## src/rtl/i2c_evt_pkg.sv

```systemverilog
package i2c_evt_pkg;
   localparam int unsigned EVT_COUNT = 7;

   // bit index of each event inside the status and mask registers
   typedef enum int unsigned {
      EV_ARB_LOST  = 0,
      EV_NO_ACK    = 1,
      EV_ACC_READY = 2,
      EV_RX_READY  = 3,
      EV_TX_READY  = 4,
      EV_STOP_SEEN = 5,
      EV_AS_TARGET = 6
   } evt_idx_e;

   localparam int unsigned OFS_MASK   = 'h04;
   localparam int unsigned OFS_STATUS = 'h08;
   localparam int unsigned OFS_VECTOR = 'h28;
   localparam int unsigned BIT_RSFULL = 11;
   localparam int unsigned BIT_BUSY   = 12;
endpackage

```

## src/rtl/evt_prio_enc.sv

```systemverilog
module evt_prio_enc #(
   parameter int unsigned N_EVT  = 7,
   parameter int unsigned CODE_W = 3
) (
   input  logic [N_EVT-1:0]  pend,
   output logic [N_EVT-1:0]  grant,
   output logic [CODE_W-1:0] code
);
   // prefix OR: blocked[i] is set when any lower index is pending
   logic [N_EVT:0] blocked;
   assign blocked[0] = 1'b0;

   for (genvar i = 0; i < N_EVT; i++) begin : g_chain
      assign blocked[i+1] = blocked[i] | pend[i];
      assign grant[i]     = pend[i] & ~blocked[i];
   end

   always_comb begin
      code = '0;
      for (int i = 0; i < N_EVT; i++) begin
         if (grant[i]) code = code | CODE_W'(i + 1);
      end
   end
endmodule

```

## src/rtl/evt_status_bank.sv

```systemverilog
module evt_status_bank #(
   parameter int unsigned N_EVT = 7
) (
   input  logic             clk,
   input  logic             rst_n,
   input  logic [N_EVT-1:0] set_pulse,
   input  logic [N_EVT-1:0] w1c,
   input  logic [N_EVT-1:0] ack_clr,
   output logic [N_EVT-1:0] flags
);
   for (genvar i = 0; i < N_EVT; i++) begin : g_flag
      always_ff @(posedge clk) begin
         if (!rst_n)                   flags[i] <= 1'b0;
         else if (set_pulse[i])        flags[i] <= 1'b1;
         else if (w1c[i] | ack_clr[i]) flags[i] <= 1'b0;
      end
   end
endmodule

```

## src/rtl/evt_reg_port.sv

```systemverilog
module evt_reg_port #(
   parameter int unsigned ADDR_W     = 8,
   parameter int unsigned DATA_W     = 16,
   parameter int unsigned N_EVT      = 7,
   parameter int unsigned CODE_W     = 3,
   parameter int unsigned MASK_OFS   = 'h04,
   parameter int unsigned STAT_OFS   = 'h08,
   parameter int unsigned VEC_OFS    = 'h28,
   parameter int unsigned RSF_BIT    = 11,
   parameter int unsigned BUSY_BIT   = 12
) (
   input  logic              clk,
   input  logic              rst_n,
   input  logic [ADDR_W-1:0] addr,
   input  logic              we,
   input  logic [DATA_W-1:0] wdata,
   input  logic              rd,
   input  logic [N_EVT-1:0]  flags,
   input  logic [CODE_W-1:0] code,
   input  logic              rsf_lvl,
   input  logic              busy_lvl,
   output logic [N_EVT-1:0]  mask_q,
   output logic [N_EVT-1:0]  w1c,
   output logic              vec_ack,
   output logic [DATA_W-1:0] rdata
);
   logic hit_mask, hit_stat, hit_vec;
   assign hit_mask = (addr == ADDR_W'(MASK_OFS));
   assign hit_stat = (addr == ADDR_W'(STAT_OFS));
   assign hit_vec  = (addr == ADDR_W'(VEC_OFS));

   always_ff @(posedge clk) begin
      if (!rst_n)                mask_q <= '0;
      else if (we && hit_mask)   mask_q <= wdata[N_EVT-1:0];
   end

   assign w1c     = (we && hit_stat) ? wdata[N_EVT-1:0] : '0;
   assign vec_ack = rd && hit_vec;

   always_comb begin
      rdata = '0;
      if (hit_mask) begin
         rdata[N_EVT-1:0] = mask_q;
      end else if (hit_stat) begin
         rdata[N_EVT-1:0] = flags;
         rdata[RSF_BIT]   = rsf_lvl;
         rdata[BUSY_BIT]  = busy_lvl;
      end else if (hit_vec) begin
         rdata[CODE_W-1:0] = code;
      end
   end
endmodule

```

## src/rtl/i2c_evt_vector.sv

```systemverilog
module i2c_evt_vector #(
   parameter int unsigned ADDR_W   = 8,
   parameter int unsigned DATA_W   = 16,
   parameter int unsigned N_EVT    = i2c_evt_pkg::EVT_COUNT,
   parameter int unsigned MASK_OFS = i2c_evt_pkg::OFS_MASK,
   parameter int unsigned STAT_OFS = i2c_evt_pkg::OFS_STATUS,
   parameter int unsigned VEC_OFS  = i2c_evt_pkg::OFS_VECTOR,
   parameter int unsigned RSF_BIT  = i2c_evt_pkg::BIT_RSFULL,
   parameter int unsigned BUSY_BIT = i2c_evt_pkg::BIT_BUSY
) (
   input  logic              clk,
   input  logic              rst_n,
   input  logic [ADDR_W-1:0] reg_addr,
   input  logic              reg_we,
   input  logic [DATA_W-1:0] reg_wdata,
   input  logic              reg_rd,
   output logic [DATA_W-1:0] reg_rdata,
   input  logic [N_EVT-1:0]  evt_set,
   input  logic              rx_shift_full,
   input  logic              bus_busy,
   output logic              irq
);
   localparam int unsigned CODE_W = $clog2(N_EVT + 1);

   // elaboration-time parameter checks
   if (N_EVT < 1 || N_EVT > DATA_W) begin : g_bad_nevt
      $error("N_EVT must be between 1 and DATA_W");
   end
   if (RSF_BIT >= DATA_W || BUSY_BIT >= DATA_W || RSF_BIT < N_EVT ||
       BUSY_BIT < N_EVT || RSF_BIT == BUSY_BIT) begin : g_bad_lvl
      $error("level status bits must be distinct, above the flags and inside DATA_W");
   end
   if (CODE_W > DATA_W) begin : g_bad_code
      $error("vector code does not fit the data width");
   end
   if (MASK_OFS == STAT_OFS || MASK_OFS == VEC_OFS || STAT_OFS == VEC_OFS ||
       VEC_OFS >= (1 << ADDR_W) || STAT_OFS >= (1 << ADDR_W) ||
       MASK_OFS >= (1 << ADDR_W)) begin : g_bad_map
      $error("register offsets must be distinct and fit ADDR_W");
   end

   logic [N_EVT-1:0]  flags_q;
   logic [N_EVT-1:0]  mask_q;
   logic [N_EVT-1:0]  w1c;
   logic [N_EVT-1:0]  grant;
   logic [N_EVT-1:0]  ack_clr;
   logic [CODE_W-1:0] vec_code;
   logic              vec_ack;
   logic [N_EVT-1:0]  pend_en;

   assign pend_en = flags_q & mask_q;
   assign ack_clr = vec_ack ? grant : '0;
   assign irq     = |pend_en;

   evt_prio_enc #(
      .N_EVT  (N_EVT),
      .CODE_W (CODE_W)
   ) u_enc (
      .pend  (pend_en),
      .grant (grant),
      .code  (vec_code)
   );

   evt_status_bank #(
      .N_EVT (N_EVT)
   ) u_bank (
      .clk       (clk),
      .rst_n     (rst_n),
      .set_pulse (evt_set),
      .w1c       (w1c),
      .ack_clr   (ack_clr),
      .flags     (flags_q)
   );

   evt_reg_port #(
      .ADDR_W   (ADDR_W),
      .DATA_W   (DATA_W),
      .N_EVT    (N_EVT),
      .CODE_W   (CODE_W),
      .MASK_OFS (MASK_OFS),
      .STAT_OFS (STAT_OFS),
      .VEC_OFS  (VEC_OFS),
      .RSF_BIT  (RSF_BIT),
      .BUSY_BIT (BUSY_BIT)
   ) u_port (
      .clk      (clk),
      .rst_n    (rst_n),
      .addr     (reg_addr),
      .we       (reg_we),
      .wdata    (reg_wdata),
      .rd       (reg_rd),
      .flags    (flags_q),
      .code     (vec_code),
      .rsf_lvl  (rx_shift_full),
      .busy_lvl (bus_busy),
      .mask_q   (mask_q),
      .w1c      (w1c),
      .vec_ack  (vec_ack),
      .rdata    (reg_rdata)
   );
endmodule

```

## config.mk

```make
export PLATFORM = sky130hd
export DESIGN_NAME = i2c_evt_vector
export DESIGN_NICKNAME = d
export VERILOG_FILES = /design/src/rtl/i2c_evt_pkg.sv /design/src/rtl/evt_prio_enc.sv /design/src/rtl/evt_status_bank.sv /design/src/rtl/evt_reg_port.sv /design/src/rtl/i2c_evt_vector.sv
export SDC_FILE = /design/constraint.sdc
export NUM_CORES = 1
export LEC_CHECK = 0
export BUFFER_PORTS_ARGS = -buffer_cell sky130_fd_sc_hd__buf_2
export CORE_MARGIN = 2
export CORE_UTILIZATION = 40
export DETAILED_ROUTE_END_ITERATION = 8
export PLACE_DENSITY = 0.75
export SLEW_MARGIN = 30
export SYNTH_ARGS = -nofsm -noshare
export SYNTH_HDL_FRONTEND = slang
export SYNTH_SLANG_ARGS = --single-unit
```

## constraint.sdc

```tcl
create_clock -name clk -period 3.6 [get_ports clk]
set_clock_uncertainty 0.2 [all_clocks]
set_input_delay 1.08 -clock clk [delete_from_list [all_inputs] [get_ports clk]]
set_output_delay 1.08 -clock clk [all_outputs]
set_load 0.05 [all_outputs]
```

==> key figures <==
Yosys
  – Ys flop type: dfxtp_1
  – Post-synth ARST share: 0
  – Sequential fraction of the synthesis area: 0.2776
  – Post-synth EDFFs: 0
  – Mapped Area: 1010 um2
  – YS warnings: 0
  – Unique masters post-synth: 37
  – Synth top area cells: dfxtp_1, mux2i_1, buf_4
  – FF+latch count, synth: 14
  – Gate Count Post-Synth: between 100 and 150
  – Top cell type's share of synthesized area: 0.2776
  – Most common cell in the netlist: dfxtp_1
  – Synth area leader: dfxtp_1
  – Syn Area/Cell: approximately 9 um2

Cells and area
  – Area of the multi-input gates: 719.4 um2
  – Fin nets: around 200
  – Share of layout cells above drive strength 1: 0.4485
  – Antenna Diode Count: 0
  – FF+latch area: 280.3 um2
  – Filler instances: 205
  – Final instance area: 1519 um2
  – Fin util: 0.6245
  – Layout overhead on the synthesized area: 50.43%

STA
  – Max Fclk: around 0.25 GHz
  – RSZ-0062 raised after global routing: yes
  – Min cycle time layout: 4011 ps
  – Hold Slack: between 300 and 400 ps
  – Final setup vio count: 9
  – Hold Fails Final Rpt: 0
  – Worst setup margin: -410.8 ps
  – Max Transition Viols Final: 0
  – Final period util: 1.114

Critical path
  – Startpoint types: input port
  – Crit end category: primary output
  – Slowest cell on the critical path: or4b_4
  – Cell repeated most along the worst path: buf_6
  – Data arrival time of the worst path: about 2700 ps
  – Worst stage delay on the critical path: around 520 ps
  – Worst Setup Path Type: in -> out
  – Crit path max fanout: 2
  – Crit-path cells: buf_6 -> or4b_4 -> or3_4 -> or3_1 -> a22oi_2 -> buf_6
  – Worst EP required: 2320 ps

Route
  – Total wire length: 2854 um
  – Detailed-route wire length per cell: between 10 and 15 um
  – Via count: about 1,100
  – Number of remaining DRC errors: 0
  – ANT nets after route: 0
  – Vias per Instance: between 5 and 6
  – Drt initial violations: 24
  – First-pass DRT Iterations: 4

Pwr
  – Power density cells: 233.0 nW/um2
  – Clk pwr share: 0.337
  – Pleak: 0.7056 nW
  – P_int: between 200 and 250 uW
  – Max IR drop VDD: approximately 0.21 mV
  – Power Total: 353.9 uW
  – Switching share of power: 0.2949
  – Comb power frac: 0.187
  – Register share of total power: 0.476
  – NetSw: roughly 100 uW

Placement
  – Setup WS pre-CTS: -535.3 ps
  – DP Area: around 1300 um2
  – Port Buf Inserts: 37
  – Post-DP HPWL: between 1500 and 2000 um
  – RePlAce Congestion: 0.8873

Clock tree
  – Clock sinks: 14
  – Clock Pin Slew Worst Setup and Hold Paths: 90 ps
  – Post-CTS Hold Buffers: 0
  – H-tree Lvls: 1
  – Clock buffer depth: 2
  – CTS tree: built
  – Clock Latency Late Sink: 290 ps
  – TritonCTS Buffers: 3
  – Root buf cell: clkbuf_4

Global routing
  – Largest net degree at the start of global routing: 15
  – GRT overflow: 0
  – Number of global-route vias before repair: about 970
  – Antenna violations before repair: 0
  – First-pass GRT wire length: roughly 4200 um
  – Total track usage: 0.2025

Floorplan
  – Core area: 2432 um2
  – Die height: approximately 54 um
  – Die width: 54.24 um
  – Die area: approximately 3000 um2
  – Row Count: 18
  – I/O pins: 54
  – Initial core utilization: 0.4151

Status
  – Outcome: finished, violations left
  – Failing checks: negative setup slack

Job
  – # Max-Cap Violations: 0

Hold path
  – HP Class: reg -> reg
## worst max-delay path, delay by kind of cell
kind,cells,cell delay (ps)
AND/OR/NAND/NOR,3,1230
buffers and inverters,2,270
AO/OA/AOI/OAI,1,140
## metal layers
layer | vias up | track usage | share of wire
li1 | 524 | - | -
met1 | 541 | 0.2517 | 0.43
met2 | 46 | 0.3394 | 0.50
met3 | 4 | 0.03005 | 0.055
met4 | 0 | 0.1000 | 0.020
met5 | - | 0 | 0
## cell usage in the layout (no fill, tap or decap), drive strengths merged, types with 4 or more instances in the layout
master  count
and2        5
conb        7
a31oi       5
a221oi      4
inv         5
a22o        5
dfxtp      14
a22oi       4
buf        54
o31ai       4
clkbuf      4
o21a        7
nand2       7
nor2b       7
mux2i       7
nand3b      4
## registers in the layout, indices dropped and copies added (netlist names)
signal	flops
u_bank.flags	7
u_port.mask_q	7
## per-stage QoR
stage / TNS (ps) / cells
2_1_floorplan: -2977 / 119
3_5_place_dp: -3087 / 184
4_1_cts: -2265 / 192
5_1_grt: -2830 / 195
6_report: -2471 / 195
3_3_place_gp: -3003 / 184
## power by group through the flow
| stage | clock, mW | combinational [mW] | sequential, mW |
|---|---|---|---|
| finish | 0.119 | 0.0663 | 0.168 |
| global route | 0.126 | 0.0719 | 0.169 |
| CTS | 0.117 | 0.0633 | 0.167 |
| detailed placement | 0 | 0.0602 | 0.171 |
| global placement | 0 | 0.0589 | 0.170 |
| floorplan | 0 | 0.0456 | 0.169 |
## layout make-up
class	count	share of cell area
clock buffer	4	0.02389
inverter	5	0.01236
multi-input combinational	88	0.4736
sequential	14	0.1845
tap	30	0.02471
timing repair buffer	54	0.2809
## final timing paths
path / startpoint / cells past startpoint / slack (ps) / endpoint
hold / removal: u_port.mask_q[2] / 2 / 380 / u_port.mask_q[2]
hold reg to reg: u_port.mask_q[2] / 2 / 380 / u_port.mask_q[2]
setup reg to reg: u_port.mask_q[0] / 4 / 2050 / u_bank.flags[1]
setup / recovery: reg_addr[2] / 6 / -410 / reg_rdata[2]
## what timing repair did
item                       CTS  global route
gates cloned                 0             0
pin swaps                    3             1
buffers inserted             4             4
setup endpoints to repair    9             9
gates resized for setup     30            14
## logic make-up (layout without fill, tap and decap cells)
family                 count (synthesis)  after routing  share of synthesized area
buffers and inverters                 17             63                     0.1152
AO/OA/AOI/OAI                         36             36                     0.2763
multiplexers                           7              7                    0.06940
other                                  1              7                   0.003714
flip-flops                            14             14                     0.2776
AND/OR/NAND/NOR                       38             38                     0.2578
Power figures use the tool's default switching activity.
